--- src/rtl/alarm_tbl_pkg.sv ---
package alarm_tbl_pkg;

  typedef enum logic [1:0] {
    OP_NOP   = 2'b00,
    OP_SET   = 2'b01,
    OP_CLR   = 2'b10,
    OP_SHIFT = 2'b11
  } alarm_op_e;

  // Strobes from control to the storage datapath; at most one is high per cycle.
  typedef struct packed {
    logic doAppend;
    logic doRemove;
    logic doShift;
    logic rejectFull;
  } tbl_strobe_t;

endpackage

--- src/rtl/alarm_tbl_ctrl.sv ---
module alarm_tbl_ctrl
  import alarm_tbl_pkg::*;
#(
  parameter int SLOTS = 16,
  parameter int NUM_W = 16,
  localparam int IDX_W = $clog2(SLOTS),
  localparam int CNT_W = $clog2(SLOTS + 1)
) (
  input  logic                       clk,
  input  logic                       rst,
  input  logic                       cmdValid,
  input  logic [1:0]                 cmdOp,
  input  logic [NUM_W-1:0]           cmdNum,
  input  logic [SLOTS-1:0][NUM_W-1:0] slotsIn,
  input  logic [CNT_W-1:0]           entryCount,
  output tbl_strobe_t                strb,
  output logic [IDX_W-1:0]           removeIdx
);

  logic [SLOTS-1:0] hitVec;
  logic             found;
  logic             isFull;
  logic             isEmpty;
  logic             numZero;

  assign numZero = (cmdNum == '0);
  assign isFull  = (entryCount == CNT_W'(SLOTS));
  assign isEmpty = (entryCount == '0);

  // One comparator per slot, qualified by occupancy.
  for (genvar i = 0; i < SLOTS; i++) begin : g_match
    assign hitVec[i] = (CNT_W'(i) < entryCount) && (slotsIn[i] == cmdNum) && !numZero;
  end

  assign found = |hitVec;

  // Lowest matching slot wins (numbers are unique, so at most one hits).
  always_comb begin
    removeIdx = '0;
    for (int i = SLOTS - 1; i >= 0; i--) begin
      if (hitVec[i]) removeIdx = IDX_W'(i);
    end
  end

  always_comb begin
    strb = '0;
    if (cmdValid) begin
      case (alarm_op_e'(cmdOp))
        OP_SET: begin
          if (!numZero && !found) begin
            if (isFull) strb.rejectFull = 1'b1;
            else        strb.doAppend   = 1'b1;
          end
        end
        OP_CLR:   strb.doRemove = found;
        OP_SHIFT: strb.doShift  = !isEmpty;
        default:  strb = '0;
      endcase
    end
  end


  strobe_excl_chk: assert property (@(posedge clk) disable iff (rst)
    $onehot0({strb.doAppend, strb.doRemove, strb.doShift, strb.rejectFull}));


  no_dup_match_chk: assert property (@(posedge clk) disable iff (rst)
    $countones(hitVec) <= 1);

endmodule

--- src/rtl/alarm_tbl_store.sv ---
module alarm_tbl_store
  import alarm_tbl_pkg::*;
#(
  parameter int SLOTS = 16,
  parameter int NUM_W = 16,
  localparam int IDX_W = $clog2(SLOTS),
  localparam int CNT_W = $clog2(SLOTS + 1)
) (
  input  logic                        clk,
  input  logic                        rst,
  input  tbl_strobe_t                 strb,
  input  logic [IDX_W-1:0]            removeIdx,
  input  logic [NUM_W-1:0]            appendNum,
  output logic [SLOTS-1:0][NUM_W-1:0] slotsQ,
  output logic [CNT_W-1:0]            countQ,
  output logic                        overflowQ
);

  logic [SLOTS-1:0][NUM_W-1:0] slotsNxt;
  logic [IDX_W-1:0]            dropIdx;
  logic                        doDrop;

  // A shift is a removal at slot 0; both use the same parallel compaction.
  assign doDrop  = strb.doShift || strb.doRemove;
  assign dropIdx = strb.doShift ? '0 : removeIdx;

  for (genvar i = 0; i < SLOTS; i++) begin : g_slot
    logic [NUM_W-1:0] upper;
    if (i == SLOTS - 1) begin : g_last
      assign upper = '0;
    end else begin : g_mid
      assign upper = slotsQ[i+1];
    end

    always_comb begin
      slotsNxt[i] = slotsQ[i];
      if (doDrop && (IDX_W'(i) >= dropIdx)) slotsNxt[i] = upper;
      if (strb.doAppend && (countQ == CNT_W'(i))) slotsNxt[i] = appendNum;
    end


    unused_zero_chk: assert property (@(posedge clk) disable iff (rst)
      (CNT_W'(i) >= countQ) |-> (slotsQ[i] == '0));
  end

  always_ff @(posedge clk) begin
    if (rst) begin
      slotsQ    <= '0;
      countQ    <= '0;
      overflowQ <= 1'b0;
    end else begin
      slotsQ    <= slotsNxt;
      overflowQ <= strb.rejectFull;
      if (strb.doAppend)  countQ <= countQ + 1'b1;
      else if (doDrop)    countQ <= countQ - 1'b1;
    end
  end


  count_range_chk: assert property (@(posedge clk) disable iff (rst)
    countQ <= CNT_W'(SLOTS));


  append_count_chk: assert property (@(posedge clk) disable iff (rst)
    strb.doAppend |=> (countQ == $past(countQ) + 1'b1));


  remove_count_chk: assert property (@(posedge clk) disable iff (rst)
    doDrop |=> (countQ == $past(countQ) - 1'b1));


  overflow_full_chk: assert property (@(posedge clk) disable iff (rst)
    strb.rejectFull |=> (overflowQ && $stable(countQ) && $stable(slotsQ)));

endmodule

--- src/rtl/alarm_log_table.sv ---
module alarm_log_table
  import alarm_tbl_pkg::*;
#(
  parameter int SLOTS = 16,
  parameter int NUM_W = 16
) (
  input  logic                       clk,
  input  logic                       rst,
  input  logic                       cmdValid,
  input  logic [1:0]                 cmdOp,
  input  logic [NUM_W-1:0]           cmdNum,
  output logic [SLOTS*NUM_W-1:0]     slotsFlat,
  output logic [$clog2(SLOTS+1)-1:0] entryCount,
  output logic [NUM_W-1:0]           firstNum,
  output logic                       overflowPulse
);

  localparam int IDX_W = $clog2(SLOTS);

  tbl_strobe_t                 strb;
  logic [IDX_W-1:0]            removeIdx;
  logic [SLOTS-1:0][NUM_W-1:0] slotsQ;

  alarm_tbl_ctrl #(.SLOTS(SLOTS), .NUM_W(NUM_W)) ctrl_i (
    .clk        (clk),
    .rst        (rst),
    .cmdValid   (cmdValid),
    .cmdOp      (cmdOp),
    .cmdNum     (cmdNum),
    .slotsIn    (slotsQ),
    .entryCount (entryCount),
    .strb       (strb),
    .removeIdx  (removeIdx)
  );

  alarm_tbl_store #(.SLOTS(SLOTS), .NUM_W(NUM_W)) store_i (
    .clk       (clk),
    .rst       (rst),
    .strb      (strb),
    .removeIdx (removeIdx),
    .appendNum (cmdNum),
    .slotsQ    (slotsQ),
    .countQ    (entryCount),
    .overflowQ (overflowPulse)
  );

  assign slotsFlat = slotsQ;
  assign firstNum  = slotsQ[0];


  head_empty_chk: assert property (@(posedge clk) disable iff (rst)
    (entryCount == '0) |-> (firstNum == '0));


  overflow_single_chk: assert property (@(posedge clk) disable iff (rst)
    overflowPulse |-> ($past(entryCount) == ($clog2(SLOTS+1))'(SLOTS)));

endmodule

--- config.mk ---
export PLATFORM = sky130hd
export DESIGN_NAME = alarm_log_table
export DESIGN_NICKNAME = d
export VERILOG_FILES = /design/src/rtl/alarm_tbl_pkg.sv /design/src/rtl/alarm_tbl_ctrl.sv /design/src/rtl/alarm_tbl_store.sv /design/src/rtl/alarm_log_table.sv
export SDC_FILE = /design/constraint.sdc
export NUM_CORES = 1
export LEC_CHECK = 0
export CORE_ASPECT_RATIO = 1.2
export CORE_MARGIN = 4
export CORE_UTILIZATION = 58
export CTS_CLUSTER_SIZE = 10
export DETAILED_ROUTE_END_ITERATION = 6
export GPL_ROUTABILITY_DRIVEN = 0
export PLACE_DENSITY = 0.87
export SETUP_SLACK_MARGIN = 0.5
export SYNTH_ARGS = -nofsm -noshare
export SYNTH_HDL_FRONTEND = slang
export SYNTH_SLANG_ARGS = --single-unit
--- constraint.sdc ---
create_clock -name clk -period 8.4 [get_ports clk]
set_input_delay 1.68 -clock clk [delete_from_list [all_inputs] [get_ports clk]]
set_output_delay 1.68 -clock clk [all_outputs]
set_load 0.05 [all_outputs]
# Word level (Yosys, flattened, before mapping)

Cells that the tools add are included.

Register bits after elaboration: 262
Output and inout bits: 278
Bits of input ports: 21

Add/subtract/negate cells: 2
Reductions and logical operators: 90
Eq/ne operators: 35
Magnitude comparators: 32
Multiplexer cells: 60
Bitwise operators: 3

Operator list:

| kind                  | count |
|---|---|
| $mux W16              | 32 |
| $eq A16 B16 Y1        | 16 |
| $mux W4               | 18 |
| $logic_and A1 B1 Y1   | 65 |
| $eq A5 B4 Y1 const B  | 8 |
| $lt A4 B5 Y1 const A  | 8 |
| $reduce_bool A2 Y1    | 17 |
| $ge A4 B4 Y1 const A  | 8 |
| $eq A5 B3 Y1 const B  | 4 |
| $lt A3 B5 Y1 const A  | 4 |
| $ge A3 B4 Y1 const A  | 4 |
| $logic_not A16 Y1     | 1 |
| $reduce_or A16 Y1     | 1 |
| $eq A5 B2 Y1 const B  | 2 |
| $lt A1 B5 Y1 const A  | 2 |
| $lt A2 B5 Y1 const A  | 2 |
| $mux W5               | 2 |
| $ge A1 B4 Y1 const A  | 2 |
| $ge A2 B4 Y1 const A  | 2 |
| $mux W1               | 8 |
| $add A5 B1 Y5 const B | 1 |
| $eq A5 B1 Y1 const B  | 1 |
| $eq A5 B5 Y1 const B  | 1 |
| $logic_not A5 Y1      | 1 |
| other kinds (7)       | 12 |

# Depth between registers and ports, before layout

Gate-level depths: netlist of the first run.

Word-level depth: 24
Gate-level depth with buffers: 16

# Cells and area by module

A second synthesis of the first run with hierarchy kept.

Cells, all modules: 1851
Area total of the unflattened synthesis: 15394.8 um2

By module, submodules not included:

| module          | seq. area each (um2) | cells each | area an instance (um2) | instances |
|---|---|---|---|---|
| alarm_tbl_store | 5245.0               | 1386       | 11677.4                | 1 |
| alarm_tbl_ctrl  | 0.0                  | 449        | 3597.2                 | 1 |
| alarm_log_table | 0.0                  | 16         | 120.1                  | 1 |

# Worst setup path before layout of the first run

Ideal clock, no wire load.

Path type: in2reg
Start: in cmdNum[1]
End: reg store_i.slotsQ (netlist bit store_i.g_slot[3].upper[13])
Path slack: 3.711 ns
Arrival time: 4.568 ns
Library setup time: 0.121 ns
Stages on the path: 14
Buffers on the path: 4
Cells stage by stage: buf_2 nor4_4 nand4_2 buf_2 nand2_2 nor4_2 nor4_4 nand4_4 or4_1 buf_4 o21a_1 o21ai_4 buf_8 mux2_2

Longest elaborated chain between the ends: 23
Elaborated cells on any way between the ends: 80
Those cells by class: order compare: 1; eq/ne: 16; mux: 22; reduce/logical: 41

Ends and longest elaborated chain:

| what                                                    | RTL line                                   | text |
|---|---|---|
| start, declared                                         | alarm_log_table.sv:11                      | `input logic [NUM_W-1:0] cmdNum,` |
| $eq A16 B16 Y1 or $logic_not A16 Y1 (tied branches)     | alarm_tbl_ctrl.sv:32, alarm_tbl_ctrl.sv:26 |  |
| $logic_and A1 B1 Y1 or $logic_not A1 Y1 (tied branches) | alarm_tbl_ctrl.sv:32, alarm_tbl_ctrl.sv:50 |  |
| $logic_and A1 B1 Y1                                     | alarm_tbl_ctrl.sv:32                       | `assign hitVec[i] = (CNT_W'(i) < entryCount) && (slotsIn[i] == cmdNum) && !numZero;` |
| $mux W4 (16 in series)                                  | alarm_tbl_ctrl.sv:41                       | `if (hitVec[i]) removeIdx = IDX_W'(i);` |
| $mux W4                                                 | alarm_tbl_store.sv:25                      | `assign dropIdx = strb.doShift ? '0 : removeIdx;` |
| $ge A3 B4 Y1                                            | alarm_tbl_store.sv:37                      | `if (doDrop && (IDX_W'(i) >= dropIdx)) slotsNxt[i] = upper;` |
| $logic_and A1 B1 Y1                                     | alarm_tbl_store.sv:37                      |  |
| $reduce_bool A2 Y1 (no line)                            | --                                         |  |
| end signal, assigned                                    | alarm_tbl_store.sv:52                      | `slotsQ <= slotsNxt;` |
| end, declared                                           | alarm_tbl_store.sv:14                      | `output logic [SLOTS-1:0][NUM_W-1:0] slotsQ,` |

Several ways; a longest one is shown, not always the timed one.
A chain may end at the register's enable or synchronous reset.

# Final worst setup path of the first run

Start: in cmdNum[14]
End: reg store_i.slotsQ (netlist bit store_i.g_slot[8].upper[3])

Longest elaborated chain between the ends: 23
Elaborated cells on any way between the ends: 80
Those cells by class: order compare: 1; eq/ne: 16; mux: 22; reduce/logical: 41

Ends and longest elaborated chain:

| what                                                    | RTL line |
|---|---|
| $eq A16 B16 Y1 or $logic_not A16 Y1 (tied branches)     | alarm_tbl_ctrl.sv:32, alarm_tbl_ctrl.sv:26 |
| $logic_and A1 B1 Y1 or $logic_not A1 Y1 (tied branches) | alarm_tbl_ctrl.sv:32, alarm_tbl_ctrl.sv:50 |
| $logic_and A1 B1 Y1                                     | alarm_tbl_ctrl.sv:32 |
| $mux W4 (16 in series)                                  | alarm_tbl_ctrl.sv:41 |
| $mux W4                                                 | alarm_tbl_store.sv:25 |
| $ge A4 B4 Y1                                            | alarm_tbl_store.sv:37 |
| $logic_and A1 B1 Y1                                     | alarm_tbl_store.sv:37 |
| $reduce_bool A2 Y1 (no line)                            | -- |

Several ways; a longest one is shown, not always the timed one.

==> results of run 1 <==
## per-layer routing
layer | GRT usage | wire length, um | share of wire | up-vias
met4 | 0.237 | 4550 | 0.075 | 0
met3 | 0.0635 | 6350 | 0.10 | 362
met5 | 0 | 0 | 0 | -
met1 | 0.444 | 22000 | 0.36 | 7925
met2 | 0.574 | 28100 | 0.46 | 1263
li1 | - | - | - | 7352
## power breakdown
| group | switching, mW | internal (mW) |
|---|---|---|
| clock network | 0.517 | 0.667 |
| registers | 0.0765 | 1.29 |
| logic | 0.474 | 0.231 |
## how the worst max path moves through the flow
stage / start / to / cells past startpoint
after floorplan: cmdNum[1] / store_i.g_slot[3].upper[13] / 14
after global placement: cmdNum[12] / store_i.g_slot[8].upper[6] / 13
after detailed placement: cmdNum[14] / store_i.g_slot[8].upper[3] / 11
after CTS: cmdNum[3] / store_i.g_slot[8].upper[3] / 11
after global routing: cmdNum[3] / store_i.g_slot[8].upper[12] / 11
final: cmdNum[14] / store_i.g_slot[8].upper[3] / 11
## through the flow
stage	util	setup WS (ns)
after detailed placement	0.678	2.04
final	0.706	2.35
after floorplan	-	3.71
after CTS	0.706	2.62
after global placement	0.678	2.14
after global routing	0.706	2.25
## state kept, by name, summed over array words and instances (netlist names)
register / count
store_i.overflowQ: 1
store_i.g_slot.upper: 240
store_i.countQ: 5
store_i.slotsQ: 16
## synthesized netlist by cell type (8+ instances only)
cell type	number
sky130_fd_sc_hd__nand2_1	66
sky130_fd_sc_hd__buf_2	62
sky130_fd_sc_hd__mux2_4	9
sky130_fd_sc_hd__xnor2_1	116
sky130_fd_sc_hd__nand4b_1	8
sky130_fd_sc_hd__mux2i_1	176
sky130_fd_sc_hd__nor2_1	205
sky130_fd_sc_hd__xor2_1	145
sky130_fd_sc_hd__buf_4	54
sky130_fd_sc_hd__o221ai_1	16
sky130_fd_sc_hd__nand3_1	25
sky130_fd_sc_hd__clkbuf_1	76
sky130_fd_sc_hd__buf_6	10
sky130_fd_sc_hd__dfxtp_1	262
sky130_fd_sc_hd__mux2_2	8
sky130_fd_sc_hd__a21oi_1	67
sky130_fd_sc_hd__nand4_1	44
sky130_fd_sc_hd__a21oi_2	12
sky130_fd_sc_hd__nor2b_1	21
sky130_fd_sc_hd__or3_1	12
sky130_fd_sc_hd__a22oi_1	16
sky130_fd_sc_hd__o31a_1	16
sky130_fd_sc_hd__nand3b_1	30
sky130_fd_sc_hd__o21ai_1	19
sky130_fd_sc_hd__nor4b_1	8
sky130_fd_sc_hd__a211oi_1	147
sky130_fd_sc_hd__nor3_1	46
sky130_fd_sc_hd__inv_1	25
sky130_fd_sc_hd__or4_1	14
sky130_fd_sc_hd__nor4_1	68
sky130_fd_sc_hd__and4_1	8
sky130_fd_sc_hd__o22ai_1	20
sky130_fd_sc_hd__nand2b_1	8
sky130_fd_sc_hd__a211oi_2	15
## layout make-up
class	count	area (um^2)
flip-flops and latches	262	5250
fillers	2163	8500
diodes	1	2.50
well taps	385	482
inverters	25	93.8
multi-input cells	1448	10700
clock buffers	37	818
repair buffers	327	3120
## cells by family (layout without fill, tap and decap cells)
logic type      after synthesis  after routing  share of synthesized area
mux                         194            194                      0.117
other cells                   0              1                          0
xor+xnor                    261            261                      0.134
simple gates                609            609                      0.198
compound gates              379            379                      0.168
flops                       262            262                      0.307
buf+inv                     232            389                     0.0726
fa+ha+maj                     5              5                    0.00366
## worst max-delay path: cells and delay by family
kind                   cells  cell delay [ns]
AO/OA/AOI/OAI              4             1.46
AND/OR/NAND/NOR            6             2.68
buffers and inverters      1             0.60
==> qor_table.md, run 1 <==
| Metric | This run |
|---|---|
| Via Count | 16900 |
| CP arrival | 6.45 ns |
| Post-route clock period utilization | 0.721 |
| Post-CTS Setup Bufs | 0 |
| Fin Clk Skew | 0.0253 ns |
| HP Class | reg2reg |
| Ports | 299 |
| Area share of the largest cell type after synthesis | 0.307 |
| Placeable core area | 0.0289 mm^2 |
| TritonCTS clock tree | yes |
| Cell-by-cell listing of the critical path | buf_2 > nor4_4 > a41oi_1 > nand4_1 > or4_4 > o211ai_1 > a211o_1 > nand2_1 > nor3_2 > or2_1 > a211oi_1 |
| Starting utilization of the core area | 0.590 |
| FFs w/ async S/R, synth | 0 |
| Number of stages on the worst hold path | 2 |
| Post-Route Hold Slack | 0.527 ns |
| Min-Delay Startpoint | store_i.g_slot[5].upper[13] |
| Worst-path maximum fanout | 22 |
| Transition time at the pin with the least slew margin | 1.38 ns |
| Sink count of the clock tree | 262 |
| CTS-repair resized insts | 0 |
| Required arrival time at the worst endpoint | 8.79 ns |
| Count of final max-slew check failures | 0 |
| Sequential element share of the synthesized area | 0.307 |
| P per Cell Area | 159 mW/mm^2 |
| Post-Syn Instances | 1942 |
| Main synth FF type | sky130_fd_sc_hd__dfxtp_1 |
| Leading cell types by total area after synthesis | sky130_fd_sc_hd__dfxtp_1, sky130_fd_sc_hd__mux2i_1, sky130_fd_sc_hd__xor2_1, sky130_fd_sc_hd__a211oi_1, sky130_fd_sc_hd__xnor2_1 |
| Number of placement rows | 68 |
| Number of buffers on the longest clock path | 3 |
| Port-buffer cells | 298 |
| Net count of the mapped netlist | 1968 |
| Clock-pin slew on the worst setup and hold paths | 0.05 ns |
| H-Tree Level Count | 1 |
| Number of optimization iterations in the first detailed-route pass | 7 |
| Number of synthesized register bits | 262 |
| Max-cap violation count | 0 |
| Cell at the slowest stage of the critical path | sky130_fd_sc_hd__nor3_2 |
| Relative slew slack | 0.0709 |
| Kind of end point of the critical path | flop |
| Number of DRC violations after detailed routing | 10 |
| Maximum number of pins on one net before global-route repair | 99 |
| Total Power Consumption | 3.25 mW |
| Outcome | finished with violations |
| Violations in the final reports | design-rule violations |
| Final standard cell count with taps included and fillers excluded | 2485 |
| Critical R2R Capture | store_i.g_slot[8].upper[3] |
| Number of different library cells in the post-synthesis netlist | 93 |
| Num CTS Buffers | 30 |
| Area growth syn-to-layout | 19.7% |
| Post-route cell area | 0.0204 mm^2 |
| RSZ-0062 raised after global routing | false |
| Routed via count divided by cell count | 6.80 |
| All-Layer GR Usage | 0.360 |
| Y dimension of the die | 196 um |
| Reported leakage power | 7.21 nW |
| Syn Area/Cell | 8.79 um^2 |
| Final HPWL DP | 42800 um |
| Count of flip-flops with a built-in enable after synthesis | 0 |
| Final Routed Wirelength | 61000 um |
| Critical Path Max Stage Delay | 1.04 ns |
| Post-synth design cell area | 0.0171 mm^2 |
| Routed Antenna Nets | 0 |
| Time the final worst path needs with I/O delays and setup | 6.05 ns |
| Number of hold buffers added after cts | 0 |
| FMAX | 165 MHz |
| Critical Path Source Type | input port |
| Count of synthesis-stage warnings from yosys | 0 |
| IR Drop Worst-Case VDD | 0.146 mV |
| Number of antenna violations at the first check in global routing | 0 |
| Count of final setup violators | 0 |
| Worst Reg2Reg Path Length in Cells | 10 |
| Die Width | 165 um |
| Worst reg2reg startpoint | store_i.countQ[3] |
| Vias in the first global route | 16500 |
| Overflow left after global routing | 0 |
| Class of the most critical setup path | in2reg |
| Average wire per standard cell | 24.5 um |
| Total number of nets in the final design | 2120 |
| Area of placed instances | 0.0196 mm^2 |
| Fraction of layout instances using a drive strength above 1 | 0.0834 |
| Detailed router's first-iteration violation count | 1981 |
| Commonest cells after routing, fill and taps aside | sky130_fd_sc_hd__clkdlybuf4s50_1, sky130_fd_sc_hd__dfxtp_1, sky130_fd_sc_hd__nor2_1 |
| Latest clock arrival within the worst-skew pair | 0.57 ns |
| Aggregate negative setup slack | 0 ns |
| Hold Vio Cnt, Final | 0 |
| Cell type with the largest total area after synthesis | sky130_fd_sc_hd__dfxtp_1 |
| Global-route wire length before repair | 93500 um |
| Cell at the root of the clock tree | sky130_fd_sc_hd__clkbuf_16 |
| Floorplan die area | 0.0323 mm^2 |
| Worst Hold Endpoint | store_i.g_slot[5].upper[13] |
| Most frequent standard cell in the layout excluding fill and tap cells | sky130_fd_sc_hd__clkdlybuf4s50_1 |
| Reg-to-reg slack, setup | 3.41 ns |
| Cell count after placement | 2447 |
Power figures use the tool's default switching activity.
==> inputs of run 2 (changes only) <==
Settings changed: CORE_UTILIZATION 58 to 49, PLACE_DENSITY 0.87 to 0.78.
Clock period 8.4 ns to 5.2 ns, I/O delays scaled along.
==> qor_table.md, run 2 (same netlist as run 1, synthesis figures left out) <==
| Metric | This run | Change |
|---|---|---|
| Outcome | finished with violations |  |
| Violations in the final reports | design-rule violations |  |
| Final HPWL DP | 45600 um | +6.5% |
| Number of hold buffers added after cts | 0 | unchanged |
| Sequential cell area | 0.00525 mm^2 | unchanged |
| Met1 Usage GRT | 0.385 | -0.0586 |
| Via Count | 16800 | -0.65% |
| Number of optimization iterations in the first detailed-route pass | 7 | unchanged |
| Worst reg2reg startpoint | store_i.countQ[3] |  |
| All-Layer GR Usage | 0.318 | -0.0426 |
| Fin Clk Skew | 0.0137 ns | -0.0116 ns |
| HP Class | reg2reg |  |
| Most frequent standard cell in the layout excluding fill and tap cells | sky130_fd_sc_hd__clkdlybuf4s50_1 |  |
| Fill count | 2900 | +34% |
| Area growth syn-to-layout | 22.8% |  |
| Maximum number of pins on one net before global-route repair | 71 | -28% |
| Relative slew slack | 0.202 | +0.131 |
| Max-cap violation count | 0 | unchanged |
| Critical Path Source Type | input port |  |
| Y dimension of the die | 212 um | +8.4% |
| DP Worst Slack | 0.0864 ns | -1.95 ns |
| Aggregate negative setup slack | 0 ns | unchanged |
| CP arrival | 5.07 ns | -1.38 ns |
| Routed via count divided by cell count | 6.46 | -5.0% |
| Die Width | 178 um | +8.4% |
| Post-route clock period utilization | 0.886 |  |
| RSZ-0062 raised after global routing | false |  |
| Starting utilization of the core area | 0.498 | -0.0918 |
| Transition time at the pin with the least slew margin | 1.19 ns | -0.195 ns |
| Number of antenna violations at the first check in global routing | 1 | +1 |
| Fraction of met3 tracks used by global routing | 0.0473 | -0.0162 |
| Ports | 299 | unchanged |
| GRT met2 Usage | 0.527 | -0.0466 |
| Multi-input combinational cell area | 0.0107 mm^2 | +0.20% |
| Worst Reg2Reg Path Length in Cells | 10 | unchanged |
| Setup slack after layout | 0.594 ns | -1.75 ns |
| Critical R2R Capture | store_i.slotsQ[1] |  |
| Number of buffers on the longest clock path | 3 | unchanged |
| Final Routed Wirelength | 63700 um | +4.4% |
| Average wire per standard cell | 24.5 um | -0.13% |
| Count of final max-slew check failures | 0 | unchanged |
| FMAX | 217 MHz |  |
| Reported leakage power | 7.46 nW | +3.5% |
| Cell at the root of the clock tree | sky130_fd_sc_hd__clkbuf_16 |  |
| Required arrival time at the worst endpoint | 5.66 ns | -3.13 ns |
| Routed Antenna Nets | 0 | unchanged |
| Post-route cell area | 0.0210 mm^2 | +2.7% |
| Worst-path maximum fanout | 18 | -18% |
| Worst Hold Endpoint | store_i.g_slot[5].upper[6] |  |
| Latest clock arrival within the worst-skew pair | 0.56 ns | about the same |
| Time the final worst path needs with I/O delays and setup | 4.61 ns |  |
| Total number of nets in the final design | 2164 | +2.1% |
| Num CTS Buffers | 30 | unchanged |
| Hold Vio Cnt, Final | 0 | unchanged |
| Area of placed instances | 0.0201 mm^2 | +2.6% |
| Number of DRC violations after detailed routing | 2 | -8 |
| TritonCTS clock tree | yes |  |
| Port-buffer cells | 298 | unchanged |
| Detailed router's first-iteration violation count | 2062 | +4.1% |
| Commonest cells after routing, fill and taps aside | sky130_fd_sc_hd__clkdlybuf4s50_1, sky130_fd_sc_hd__dfxtp_1, sky130_fd_sc_hd__nor2_1 |  |
| IR Drop Worst-Case VDD | 0.226 mV | +55% |
| Overflow left after global routing | 0 | unchanged |
| Class of the most critical setup path | in2reg |  |
| Vias in the first global route | 16300 | -1.0% |
| P per Cell Area | 251 mW/mm^2 | +57% |
| Placeable core area | 0.0343 mm^2 | +18% |
| Fraction of layout instances using a drive strength above 1 | 0.103 | +0.0194 |
| Kind of end point of the critical path | flop |  |
| Floorplan die area | 0.0379 mm^2 | +18% |
| Reg-to-reg slack, setup | 0.69 ns | -2.72 ns |
| Sink count of the clock tree | 262 | unchanged |
| Post-Route Hold Slack | 0.523 ns | -0.00441 ns |
| Total Power Consumption | 5.26 mW | +62% |
| H-Tree Level Count | 1 | unchanged |
| Most utilized layer in the global route result | met2 |  |
| Number of placement rows | 74 | +8.8% |
| Number of stages on the worst hold path | 2 | unchanged |
| Min-Delay Startpoint | store_i.g_slot[5].upper[6] |  |
| Clock-pin slew on the worst setup and hold paths | 0.06 ns | about the same |
| Count of final setup violators | 0 | unchanged |
| Flip-flop count of the largest register after layout | 240 | unchanged |
| Global-route wire length before repair | 95400 um | +2.1% |
-- run 2: changes by cell type in the layout (fill, tap and decap cells not counted) --
| cell | change |
|---|---|
| sky130_fd_sc_hd__buf_4 | +33 |
| sky130_fd_sc_hd__buf_12 | +9 |
| sky130_fd_sc_hd__clkbuf_1 | -3 |
| sky130_fd_sc_hd__buf_6 | +1 |
| sky130_fd_sc_hd__clkinv_2 | +1 |
| sky130_fd_sc_hd__nor4_2 | -1 |
| sky130_fd_sc_hd__nor4_4 | +1 |
| sky130_fd_sc_hd__o31ai_2 | +1 |
-- run 2: critical path, cell delays in order --
cell and delay [ns]:
sky130_fd_sc_hd__buf_2 0.19, sky130_fd_sc_hd__buf_4 0.37, sky130_fd_sc_hd__xor2_1 0.12, sky130_fd_sc_hd__nor4_1 0.74, sky130_fd_sc_hd__nand4_1 0.25, sky130_fd_sc_hd__o22ai_1 0.47
sky130_fd_sc_hd__nor3_4 0.13, sky130_fd_sc_hd__a21boi_2 0.20, sky130_fd_sc_hd__nor2_2 0.53, sky130_fd_sc_hd__nor3_2 0.16, sky130_fd_sc_hd__or2_1 0.51, sky130_fd_sc_hd__a211oi_1 0.33
-- run 2: worst max path at each step --
stage	slack (ns)	start	to
after floorplan	1.15	cmdNum[1]	store_i.g_slot[3].upper[13]
after global placement	0.37	cmdNum[0]	store_i.g_slot[14].upper[3]
after detailed placement	0.09	cmdNum[0]	store_i.g_slot[14].upper[5]
after CTS	0.62	cmdNum[0]	store_i.g_slot[14].upper[5]
after global routing	0.49	cmdNum[4]	store_i.g_slot[8].upper[9]
final	0.59	cmdNum[14]	store_i.g_slot[8].upper[6]
-- run 2: where the power goes --
group	switching [mW]	internal, mW
Clock	0.815	1.07
Sequential	0.129	2.08
Combinational	0.770	0.393
-- run 2: stage by stage --
step	utilization	instances
floorplan	-	1942
global placement	0.587	2560
detailed placement	0.587	2560
CTS	0.611	2595
global route	0.612	2598
finish	0.612	2598
-- run 2: final cells by class --
type | count | share of cell area
multi-input cells | 1449 | 0.510
clock buffers | 34 | 0.0385
inverters | 25 | 0.00447
flip-flops and latches | 262 | 0.250
clock inverters | 1 | 0.000239
diodes | 1 | 0.000119
well taps | 456 | 0.0272
repair buffers | 370 | 0.170
-- run 2: layer usage --
layer | vias to the layer above | wire (um)
met5 | - | 0
met4 | 0 | 4450
met1 | 7951 | 23300
li1 | 7436 | -
met2 | 1108 | 30200
met3 | 297 | 5750
-- run 2: timing repair --
item | in CTS | in global routing
endpoints found under the setup margin | 0 | 18
gates resized for setup | 0 | 1
buffers inserted | 0 | 0
==> inputs of run 3 (changes only) <==
Settings changed: CORE_ASPECT_RATIO 1.2 to 1.5, CORE_MARGIN 4 to unset.
==> qor_table.md, run 3 (same netlist as run 1, synthesis figures left out) <==
| Metric | This run | Change |
|---|---|---|
| Transition time at the pin with the least slew margin | 1.23 ns | +0.0407 ns |
| Reported leakage power | 7.50 nW | +0.60% |
| Count of buffering cells on the critical path with inverters included | 4 | +2 |
| Fin Clk Skew | 0.0213 ns | +0.00758 ns |
| H-Tree Level Count | 1 | unchanged |
| Detailed router's first-iteration violation count | 1692 | -18% |
| Number of DRC violations after detailed routing | 0 | -2 |
| Cell at the root of the clock tree | sky130_fd_sc_hd__clkbuf_16 |  |
| Critical R2R Capture | store_i.slotsQ[6] |  |
| Routed Antenna Nets | 0 | unchanged |
| Count of final setup violators | 0 | unchanged |
| Fill count | 2882 | -0.62% |
| Total number of nets in the final design | 2174 | +0.46% |
| Worst reg2reg startpoint | store_i.countQ[3] |  |
| Die Width | 154 um | -13% |
| Latest clock arrival within the worst-skew pair | 0.58 ns | +0.02 ns |
| Cell-by-cell listing of the critical path | buf_2 > buf_4 > buf_4 > xor2_1 > nor4_1 > and4_1 > a22oi_1 > and3_1 > nand3_1 > a21oi_4 > buf_12 > o31ai_4 > nor2_1 > a211oi_1 |  |
| Y dimension of the die | 231 um | +8.5% |
| Time the final worst path needs with I/O delays and setup | 4.60 ns | -0.00436 ns |
| Number of optimization iterations in the first detailed-route pass | 6 | -1 |
| RSZ-0062 raised after global routing | true |  |
| IR Drop Worst-Case VDD | 0.228 mV | +0.87% |
| Port-buffer cells | 298 | unchanged |
| CP arrival | 5.08 ns | about the same |
| Ports | 299 | unchanged |
| All-Layer GR Usage | 0.358 | +0.0407 |
| Post-route clock period utilization | 0.885 | about the same |
| Sink count of the clock tree | 262 | unchanged |
| Worst-path maximum fanout | 32 | +14 |
| HP Class | reg2reg |  |
| Maximum number of pins on one net before global-route repair | 92 | +30% |
| Final core utilization | 0.613 | +0.000762 |
| Cell family contributing the most delay on the critical path | compound AO/OA/AOI/OAI gates |  |
| Flip-flop count of the largest register after layout | 240 | unchanged |
| Starting utilization of the core area | 0.498 | about the same |
| P per Cell Area | 251 mW/mm^2 | +0.22% |
| Most frequent CP cell | sky130_fd_sc_hd__buf_4 |  |
| FMAX | 217 MHz | about the same |
| Number of placement rows | 83 | +12% |
| TritonCTS clock tree | yes |  |
| Number of stages on the worst hold path | 2 | unchanged |
| Global-route wire length before repair | 98400 um | +3.1% |
| Average wire per standard cell | 25.5 um | +4.0% |
| Worst Hold Endpoint | store_i.g_slot[5].upper[8] |  |
| Most frequent standard cell in the layout excluding fill and tap cells | sky130_fd_sc_hd__clkdlybuf4s50_1 |  |
| Aggregate negative setup slack | 0 ns | unchanged |
| Critical Path Max Stage Delay | 1.00 ns | +0.26 ns |
| Overflow left after global routing | 0 | unchanged |
| Final Routed Wirelength | 65800 um | +3.3% |
| Final HPWL DP | 47100 um | +3.3% |
| Fraction of layout instances using a drive strength above 1 | 0.106 | +0.00356 |
| Worst Reg2Reg Path Length in Cells | 10 | unchanged |
| Via Count | 17000 | +1.5% |
| Count of antenna diodes in the layout | 0 | -1 |
| Class of the most critical setup path | in2reg |  |
| Kind of end point of the critical path | flop |  |
| Cell at the slowest stage of the critical path | sky130_fd_sc_hd__o31ai_4 |  |
| Max-cap violation count | 0 | unchanged |
| Critical Path Source Type | input port |  |
| Outcome | finished, final reports clean |  |
| Clock-pin slew on the worst setup and hold paths | 0.06 ns | about the same |
| Hold Vio Cnt, Final | 0 | unchanged |
| Required arrival time at the worst endpoint | 5.68 ns | +0.02 ns |
| Relative slew slack | 0.180 | -0.0223 |
| Placeable core area | 0.0343 mm^2 | about the same |
| Number of buffers on the longest clock path | 3 | unchanged |
| Reg-to-reg slack, setup | 0.77 ns | +0.08 ns |
| Area of placed instances | 0.0201 mm^2 | about the same |
| Num CTS Buffers | 30 | unchanged |
| Commonest cells after routing, fill and taps aside | sky130_fd_sc_hd__clkdlybuf4s50_1, sky130_fd_sc_hd__dfxtp_1, sky130_fd_sc_hd__nor2_1 |  |
| Routed via count divided by cell count | 6.61 | +2.2% |
| Vias in the first global route | 16300 | -0.38% |
| Count of final max-slew check failures | 0 | unchanged |
| Post-route cell area | 0.0210 mm^2 | +0.16% |
| Floorplan die area | 0.0356 mm^2 | -6.1% |
| Number of antenna violations at the first check in global routing | 0 | -1 |
| Min-Delay Startpoint | store_i.g_slot[5].upper[8] |  |
| Area growth syn-to-layout | 23.0% |  |
run 3: metal layers:
metal	vias to the layer above	routed length (um)	GRT usage
met4	0	5910	0.289
li1	7456	-	-
met3	391	6000	0.0708
met1	8014	23200	0.400
met2	1176	30700	0.593
met5	-	0	0
run 3: what timing repair did:
action                                 4_1_cts  5_1_grt
endpoints found under the hold margin        0        0
setup endpoints to repair                    0       79
setup buffers                                0        3
resized for setup                            0        4
hold buffers                                 0        0
run 3: final cells by class:
cell class,count,area (um^2),area share
multi-input combinational,1448,10700,0.509
sequential,262,5250,0.250
timing repair buffer,381,3630,0.173
clock buffer,38,812,0.0387
inverter,25,93.8,0.00447
tap,425,532,0.0253
run 3: tightest hold or removal path: cells and delay by family, from the launching register on:
family,cells,cell delay [ns]
flip-flops,1,0.33
AO/OA/AOI/OAI,1,0.05
buffers and inverters,1,0.09
run 3: worst max-delay path by stage:
stage / start / end / slack (ns) / depth (start not counted)
2_1_floorplan: cmdNum[1] / store_i.g_slot[3].upper[13] / 1.15 / 14
5_1_grt: cmdNum[10] / store_i.slotsQ[11] / 0.40 / 11
4_1_cts: cmdNum[8] / store_i.g_slot[14].upper[8] / 0.67 / 12
6_report: cmdNum[13] / store_i.g_slot[1].upper[0] / 0.60 / 14
3_5_place_dp: cmdNum[8] / store_i.g_slot[14].upper[8] / 0.12 / 12
3_3_place_gp: cmdNum[8] / store_i.g_slot[12].upper[1] / 0.24 / 11
run 3: report_power, final:
| part | switching (mW) | leakage [nW] | internal (mW) |
|---|---|---|---|
| Combinational | 0.782 | 4.99 | 0.397 |
| Clock | 0.821 | 0.396 | 1.07 |
| Sequential | 0.131 | 2.12 | 2.08 |
| Total | 1.73 | 7.50 | 3.54 |
run 3: per-stage QoR:
stage	std cells	hold WS [ns]	worst slack, ns	total power [mW]
2_1_floorplan	1942	0.715	1.15	3.04
3_3_place_gp	2537	0.507	0.242	3.38
3_5_place_dp	2537	0.507	0.123	3.40
4_1_cts	2575	0.518	0.673	5.24
5_1_grt	2579	0.548	0.399	5.40
6_report	2579	0.519	0.599	5.28
